==> src/rtl/gpp_pkg.sv <==
package gpp_pkg;
  localparam int FN_W = 5;

  typedef enum logic [1:0] {
    GP_RX   = 2'b00,
    GP_MUTE = 2'b01,
    GP_OVF  = 2'b10,
    GP_HIGH = 2'b11
  } gp_mode_e;

  typedef struct packed {
    gp_mode_e         mode;
    logic             inv;
    logic [FN_W-1:0]  fsel;
  } gp_cfg_t;

  localparam int CFG_W = $bits(gp_cfg_t);

  // channel wired to select bit f of pin p
  function automatic int chan_of(int p, int f, int nch);
    return (p + f) % nch;
  endfunction
endpackage

==> src/rtl/gpp_ovf_latch.sv <==
module gpp_ovf_latch (
  input  logic clk_i,
  input  logic rst_ni,
  input  logic set_i,
  input  logic clr_i,
  output logic flag_o
);
  logic flag_q;

  always_ff @(posedge clk_i or negedge rst_ni) begin
    if (!rst_ni)     flag_q <= 1'b0;
    else if (set_i)  flag_q <= 1'b1;
    else if (clr_i)  flag_q <= 1'b0;
  end

  assign flag_o = flag_q;

  AST_OVF_SET:  assert property (@(posedge clk_i) disable iff (!rst_ni) set_i |=> flag_o);
  AST_OVF_HOLD: assert property (@(posedge clk_i) disable iff (!rst_ni) (flag_o && !clr_i) |=> flag_o);
  AST_OVF_CLR:  assert property (@(posedge clk_i) disable iff (!rst_ni) (clr_i && !set_i) |=> !flag_o);
endmodule

==> src/rtl/gpp_pin_slice.sv <==
module gpp_pin_slice
  import gpp_pkg::*;
#(
  parameter int PIN    = 0,
  parameter int NUM_CH = 8
) (
  input  gp_cfg_t            cfg_i,
  input  logic [NUM_CH-1:0]  mute_i,
  input  logic               ovf_i,
  output logic               out_o,
  output logic               oe_o
);
  logic [FN_W-1:0] sel_mute;

  for (genvar f = 0; f < FN_W; f++) begin : g_map
    localparam int CH = chan_of(PIN, f, NUM_CH);
    assign sel_mute[f] = mute_i[CH];
  end

  logic any_mute;
  assign any_mute = |(sel_mute & cfg_i.fsel);

  always_comb begin
    out_o = 1'b0;
    oe_o  = 1'b1;
    unique case (cfg_i.mode)
      GP_RX:   oe_o  = 1'b0;
      GP_MUTE: out_o = any_mute ^ cfg_i.inv;
      GP_OVF:  out_o = ovf_i ^ cfg_i.inv;
      GP_HIGH: out_o = 1'b1;
      default: oe_o  = 1'b0;
    endcase
  end
endmodule

==> src/rtl/gpp_rx_sel.sv <==
module gpp_rx_sel #(
  parameter int NUM_PINS = 7,
  localparam int SEL_W   = $clog2(NUM_PINS + 1)
) (
  input  logic [SEL_W-1:0]    rx_sel_i,
  input  logic [NUM_PINS-1:0] rx_ok_i,
  input  logic [NUM_PINS-1:0] pin_in_i,
  input  logic                rx0_i,
  output logic [SEL_W-1:0]    idx_o,
  output logic                data_o
);
  always_comb begin
    idx_o  = '0;
    data_o = rx0_i;
    for (int k = 0; k < NUM_PINS; k++) begin
      if (rx_sel_i == SEL_W'(k + 1) && rx_ok_i[k]) begin
        idx_o  = SEL_W'(k + 1);
        data_o = pin_in_i[k];
      end
    end
  end
endmodule

==> src/rtl/gp_pin_ctrl.sv <==
module gp_pin_ctrl
  import gpp_pkg::*;
#(
  parameter int NUM_PINS = 7,
  parameter int NUM_CH   = 8,
  localparam int SEL_W   = $clog2(NUM_PINS + 1)
) (
  input  logic                      clk_i,
  input  logic                      rst_ni,
  input  logic [NUM_PINS*CFG_W-1:0] pin_cfg_i,
  input  logic [NUM_CH-1:0]         dac_mute_i,
  input  logic                      adc_ovf_i,
  input  logic                      ovf_clr_i,
  input  logic [NUM_PINS-1:0]       pin_in_i,
  input  logic                      rx0_i,
  input  logic [SEL_W-1:0]          rx_sel_i,
  output logic [NUM_PINS-1:0]       pin_out_o,
  output logic [NUM_PINS-1:0]       pin_oe_o,
  output logic [SEL_W-1:0]          rx_idx_o,
  output logic                      rx_data_o
);
  gp_cfg_t              cfg_q [NUM_PINS];
  logic [NUM_CH-1:0]    mute_q;
  logic                 ovf_flag;
  logic [NUM_PINS-1:0]  rx_ok;

  always_ff @(posedge clk_i or negedge rst_ni) begin
    if (!rst_ni) begin
      for (int i = 0; i < NUM_PINS; i++) cfg_q[i] <= '0;
      mute_q <= '0;
    end else begin
      for (int i = 0; i < NUM_PINS; i++) cfg_q[i] <= gp_cfg_t'(pin_cfg_i[i*CFG_W +: CFG_W]);
      mute_q <= dac_mute_i;
    end
  end

  gpp_ovf_latch u_ovf (
    .clk_i  (clk_i),
    .rst_ni (rst_ni),
    .set_i  (adc_ovf_i),
    .clr_i  (ovf_clr_i),
    .flag_o (ovf_flag)
  );

  for (genvar p = 0; p < NUM_PINS; p++) begin : g_pin
    gpp_pin_slice #(.PIN(p), .NUM_CH(NUM_CH)) u_slice (
      .cfg_i  (cfg_q[p]),
      .mute_i (mute_q),
      .ovf_i  (ovf_flag),
      .out_o  (pin_out_o[p]),
      .oe_o   (pin_oe_o[p])
    );
    assign rx_ok[p] = (cfg_q[p].mode == GP_RX);

    AST_RX_FLOAT: assert property (@(posedge clk_i) disable iff (!rst_ni)
      (pin_cfg_i[p*CFG_W+6 +: 2] == 2'b00) |=> (!pin_oe_o[p] && !pin_out_o[p]));
    AST_NOMAP_POL: assert property (@(posedge clk_i) disable iff (!rst_ni)
      (pin_cfg_i[p*CFG_W+6 +: 2] == 2'b01 && pin_cfg_i[p*CFG_W +: FN_W] == '0)
      |=> (pin_oe_o[p] && pin_out_o[p] == $past(pin_cfg_i[p*CFG_W+5])));
    AST_OVF_SHOW: assert property (@(posedge clk_i) disable iff (!rst_ni)
      (pin_cfg_i[p*CFG_W+6 +: 2] == 2'b10 && adc_ovf_i)
      |=> (pin_oe_o[p] && pin_out_o[p] == !$past(pin_cfg_i[p*CFG_W+5])));
    AST_HIGH_DRIVE: assert property (@(posedge clk_i) disable iff (!rst_ni)
      (pin_cfg_i[p*CFG_W+6 +: 2] == 2'b11) |=> (pin_oe_o[p] && pin_out_o[p]));
    AST_RX_PICK: assert property (@(posedge clk_i) disable iff (!rst_ni)
      (rx_idx_o == SEL_W'(p + 1)) |-> (!pin_oe_o[p] && rx_data_o == pin_in_i[p]));
  end

  gpp_rx_sel #(.NUM_PINS(NUM_PINS)) u_rx (
    .rx_sel_i (rx_sel_i),
    .rx_ok_i  (rx_ok),
    .pin_in_i (pin_in_i),
    .rx0_i    (rx0_i),
    .idx_o    (rx_idx_o),
    .data_o   (rx_data_o)
  );
endmodule

==> config.mk <==
export PLATFORM = sky130hd
export DESIGN_NAME = gp_pin_ctrl
export DESIGN_NICKNAME = d
export VERILOG_FILES = /design/src/rtl/gpp_pkg.sv /design/src/rtl/gpp_ovf_latch.sv /design/src/rtl/gpp_pin_slice.sv /design/src/rtl/gpp_rx_sel.sv /design/src/rtl/gp_pin_ctrl.sv
export SDC_FILE = /design/constraint.sdc
export NUM_CORES = 1
export LEC_CHECK = 0
export BUFFER_PORTS_ARGS = -buffer_cell sky130_fd_sc_hd__buf_4
export CORE_UTILIZATION = 30
export DETAILED_ROUTE_END_ITERATION = 16
export PLACE_DENSITY_LB_ADDON = 0.15
export SETUP_SLACK_MARGIN = 0.15
export SYNTH_ARGS = -nofsm -noshare
export SYNTH_HDL_FRONTEND = slang
export SYNTH_HIERARCHICAL = 1
export SYNTH_SLANG_ARGS = --single-unit
==> constraint.sdc <==
create_clock -name clk_i -period 3.9 [get_ports clk_i]
set_clock_uncertainty 0.05 [all_clocks]
set_input_delay 0.78 -clock clk_i [delete_from_list [all_inputs] [get_ports clk_i]]
set_output_delay 0.78 -clock clk_i [all_outputs]
set_load 0.01 [all_outputs]
==> implementation parameters <==
Parameter                              Value

Timing
  Peak Freq ... 0.3665 GHz
  Setup Viol. Count Final ... 0
  Worst Tran Pin Value ... 0.8148 ns
  Unrepaired setup endpoints after global routing ... no
  Fin. Hold Viols ... 0
  Max-slew violation total from the final report ... 0
  Headroom to the max-slew limit ... 0.4568
  Hold Slack ... 0.4691 ns
  Final setup margin ... 1.171 ns
  Sum of negative setup slack ... 0 ns
  Final Cycle Share ... 0.6997
  Time the worst path needs with I/O delays and setup ... 2.729 ns

Worst setup path
  Endpoint type of the worst setup path ... primary output
  Launching point of the worst reg2reg path ... u_ovf/flag_o
  Reg2Reg Capture Point ... u_ovf/flag_o
  Critical path peak fanout ... 4
  CP Data Required Time ... 3.07 ns
  Capturing element of the worst setup path ... rx_data_o
  Reg2Reg Depth ... 1
  Worst EP arrival ... 1.90 ns
  Class of the most critical setup path ... register to primary output
  Start point of the critical path ... cfg_q[47]
  Worst-case register-to-register setup slack ... 2.70 ns
  Crit path launch type ... register

Finish
  Commonest non-fill, non-tap cells in the layout ... 96 x sky130_fd_sc_hd__buf_4, 65 x sky130_fd_sc_hd__dfrtp_1, 28 x sky130_fd_sc_hd__ha_1
  Number of diodes ... 0
  Growth of design area from synthesis to finish ... 36.45%
  Layout cell share with drive strength beyond 1 ... 0.3519
  Leading cell type in the layout, fill and taps excluded ... sky130_fd_sc_hd__buf_4
  Net count, final ... 443

Global routing
  GRT Util Overall ... 0.1388
  Antenna violations before repair ... 0
  Overflow left after global routing ... 0
  Vias in the first global route ... 2175
  Global-route wire length before repair ... 10200 um
  Largest net degree at the start of global routing ... 66

Floorplanning
  DIE HEIGHT ... 99.69 um
  Die boundary width ... 99.69 um
  Initial cell density of the core ... 0.3098
  Die footprint ... 9937 sq um
  Top-Level Pins ... 97
  Row Count ... 35
  Core region area ... 9240 sq um

CTS
  CTS buffer count ... 9
  Cells resized by post-CTS repair ... 0
  Clock insertion delay at the later pin of the skew report ... 0.32 ns
  CTS max path bufs ... 2
  TritonCTS Sinks ... 65
  Number of H-tree branching levels ... 3
  Hold-fix buffers at CTS ... 0
  Clk Tree Root Cell ... sky130_fd_sc_hd__clkbuf_8
  CTS tree ... yes
  Buffers inserted by post-CTS timing repair ... 0
  Clock-pin slew on the worst setup and hold paths ... 0.07 ns

Routing
  First-pass iteration count of the detailed router ... 4
  Vias per cell ... 4.394
  # DRC ... 0
  Detailed router's first-iteration violation count ... 68
  Vias ... 2065
  Number of antenna-violating nets in the routed design ... 0
  Final wirelength ... 6413 um
  Average routed wire per standard cell ... 13.64 um

Min path
  Worst hold path class ... input port to asynchronous set/reset pin

Synth
  Post-synthesis cell type count ... 28
  Post-Synthesis Cells ... 232
  Post-synthesis area per instance ... 12.34 sq um
  Yosys warnings ... 6
  Net count of the mapped netlist ... 339
  Post-synth top area share ... 0.5682
  Sequential area share after synthesis ... 0.5682
  Cell types with the largest area share after synthesis ... sky130_fd_sc_hd__dfrtp_1 57%, sky130_fd_sc_hd__ha_1 12%, sky130_fd_sc_hd__a22oi_1 3.7%
  Post-synthesis instance area ... 2863 sq um
  Number of synthesized register bits ... 65
  Cell taking the most area after synthesis ... sky130_fd_sc_hd__dfrtp_1

Power and ir drop
  Static leakage ... 1.896 nW
  Peak supply drop ... 0.0001933 V
  Pwr/cell area ... 371.1 nW/um^2

Placement
  Placer's final routability congestion estimate ... 0.7260
  Post-detailed-placement half-perimeter wirelength ... 4924 um
  Port Buffer Count ... 96
  Setup slack after placement ... 1.230 ns

Flow run
  Max capacitance violation total ... 0

Run status
  Outcome ... completed
synth_stat cells (all sizes together):
| master | instances |
|---|---|
| buf | 2 |
| o21ai | 6 |
| dfrtp | 65 |
| nand3 | 10 |
| nor2 | 7 |
| a311oi | 1 |
| nor2b | 7 |
| nand2 | 7 |
| clkbuf | 1 |
| a21oi | 8 |
| o22ai | 7 |
| or2b | 1 |
| mux2i | 2 |
| a21o | 10 |
| a22oi | 14 |
| ha | 28 |
| o211ai | 1 |
| o2bb2ai | 1 |
| o31ai | 1 |
| mux2 | 1 |
| nand3b | 11 |
| inv | 22 |
| nand2b | 3 |
| and2 | 1 |
| nor4b | 7 |
| a31oi | 8 |
metal layers:
| layer | wire, um | track usage | vias up |
|---|---|---|---|
| li1 | - | - | 1024 |
| met1 | 2884 | 0.1745 | 960 |
| met2 | 3068 | 0.2260 | 72 |
| met3 | 360 | 0.03654 | 9 |
| met4 | 99 | 0.05769 | 0 |
| met5 | 0 | 0 | - |
worst min-delay path by stage:
stage / endpoint / slack (ns) / start / cells past startpoint
after floorplan: cfg_q[0] / 0.43 / rst_ni / 0
after global placement: cfg_q[44] / 0.84 / pin_cfg_i[12] / 1
after detailed placement: mute_q[5] / 0.84 / dac_mute_i[5] / 1
after CTS: cfg_q[51] / 0.48 / pin_cfg_i[3] / 1
after global routing: cfg_q[38] / 0.47 / pin_cfg_i[22] / 1
final: cfg_q[31] / 0.47 / rst_ni / 1
layout make-up:
cell class | count | area (sq um)
Clock buffer | 11 | 151.4
Clock inverter | 5 | 30.03
Fill cell | 910 | 5334
Inverter | 22 | 82.58
Multi-Input combinational cell | 142 | 1134
Sequential cell | 65 | 1627
Tap cell | 129 | 161.4
Timing Repair Buffer | 96 | 720.7
stage by stage:
step	area (sq um)	cells	total power, W	utilization
floorplan	2863	232	0.0008332	-
global placement	3725	454	0.0009557	0.4031
detailed placement	3725	454	0.0009577	0.4031
CTS	3906	470	0.001474	0.4227
global route	3906	470	0.001531	0.4227
finish	3906	470	0.001450	0.4227
critical path, cell delays in order (launching register included):
cell and delay, ns:
sky130_fd_sc_hd__dfrtp_1 0.41, sky130_fd_sc_hd__nor2_1 0.31, sky130_fd_sc_hd__nand3b_1 0.12, sky130_fd_sc_hd__a311oi_1 0.27, sky130_fd_sc_hd__a21oi_1 0.07, sky130_fd_sc_hd__o21ai_1 0.14, sky130_fd_sc_hd__o2bb2ai_1 0.12, sky130_fd_sc_hd__buf_4 0.13
cells by family after synthesis:
| kind of cell | Yosys count | synth area share |
|---|---|---|
| AND/OR/NAND/NOR | 54 | 0.1311 |
| buffers and inverters | 25 | 0.03584 |
| flip-flops | 65 | 0.5682 |
| multiplexers | 3 | 0.01093 |
| adder cells (fa/ha/maj) | 28 | 0.1224 |
| AO/OA/AOI/OAI | 57 | 0.1316 |
flip-flops by register name, summed over array words and instances (netlist names):
name,cells
u_ovf/flag_o,1
mute_q,8
cfg_q,56
power breakdown:
group / switching [W] / internal [W] / total [W]
Sequential: 0.0000282 / 0.000708 / 0.000736
Combinational: 0.0000870 / 0.000117 / 0.000204
Clock: 0.000248 / 0.000262 / 0.000509
Total: 0.000363 / 0.00109 / 0.00145
No activity file was read; power rests on OpenSTA's default activity.
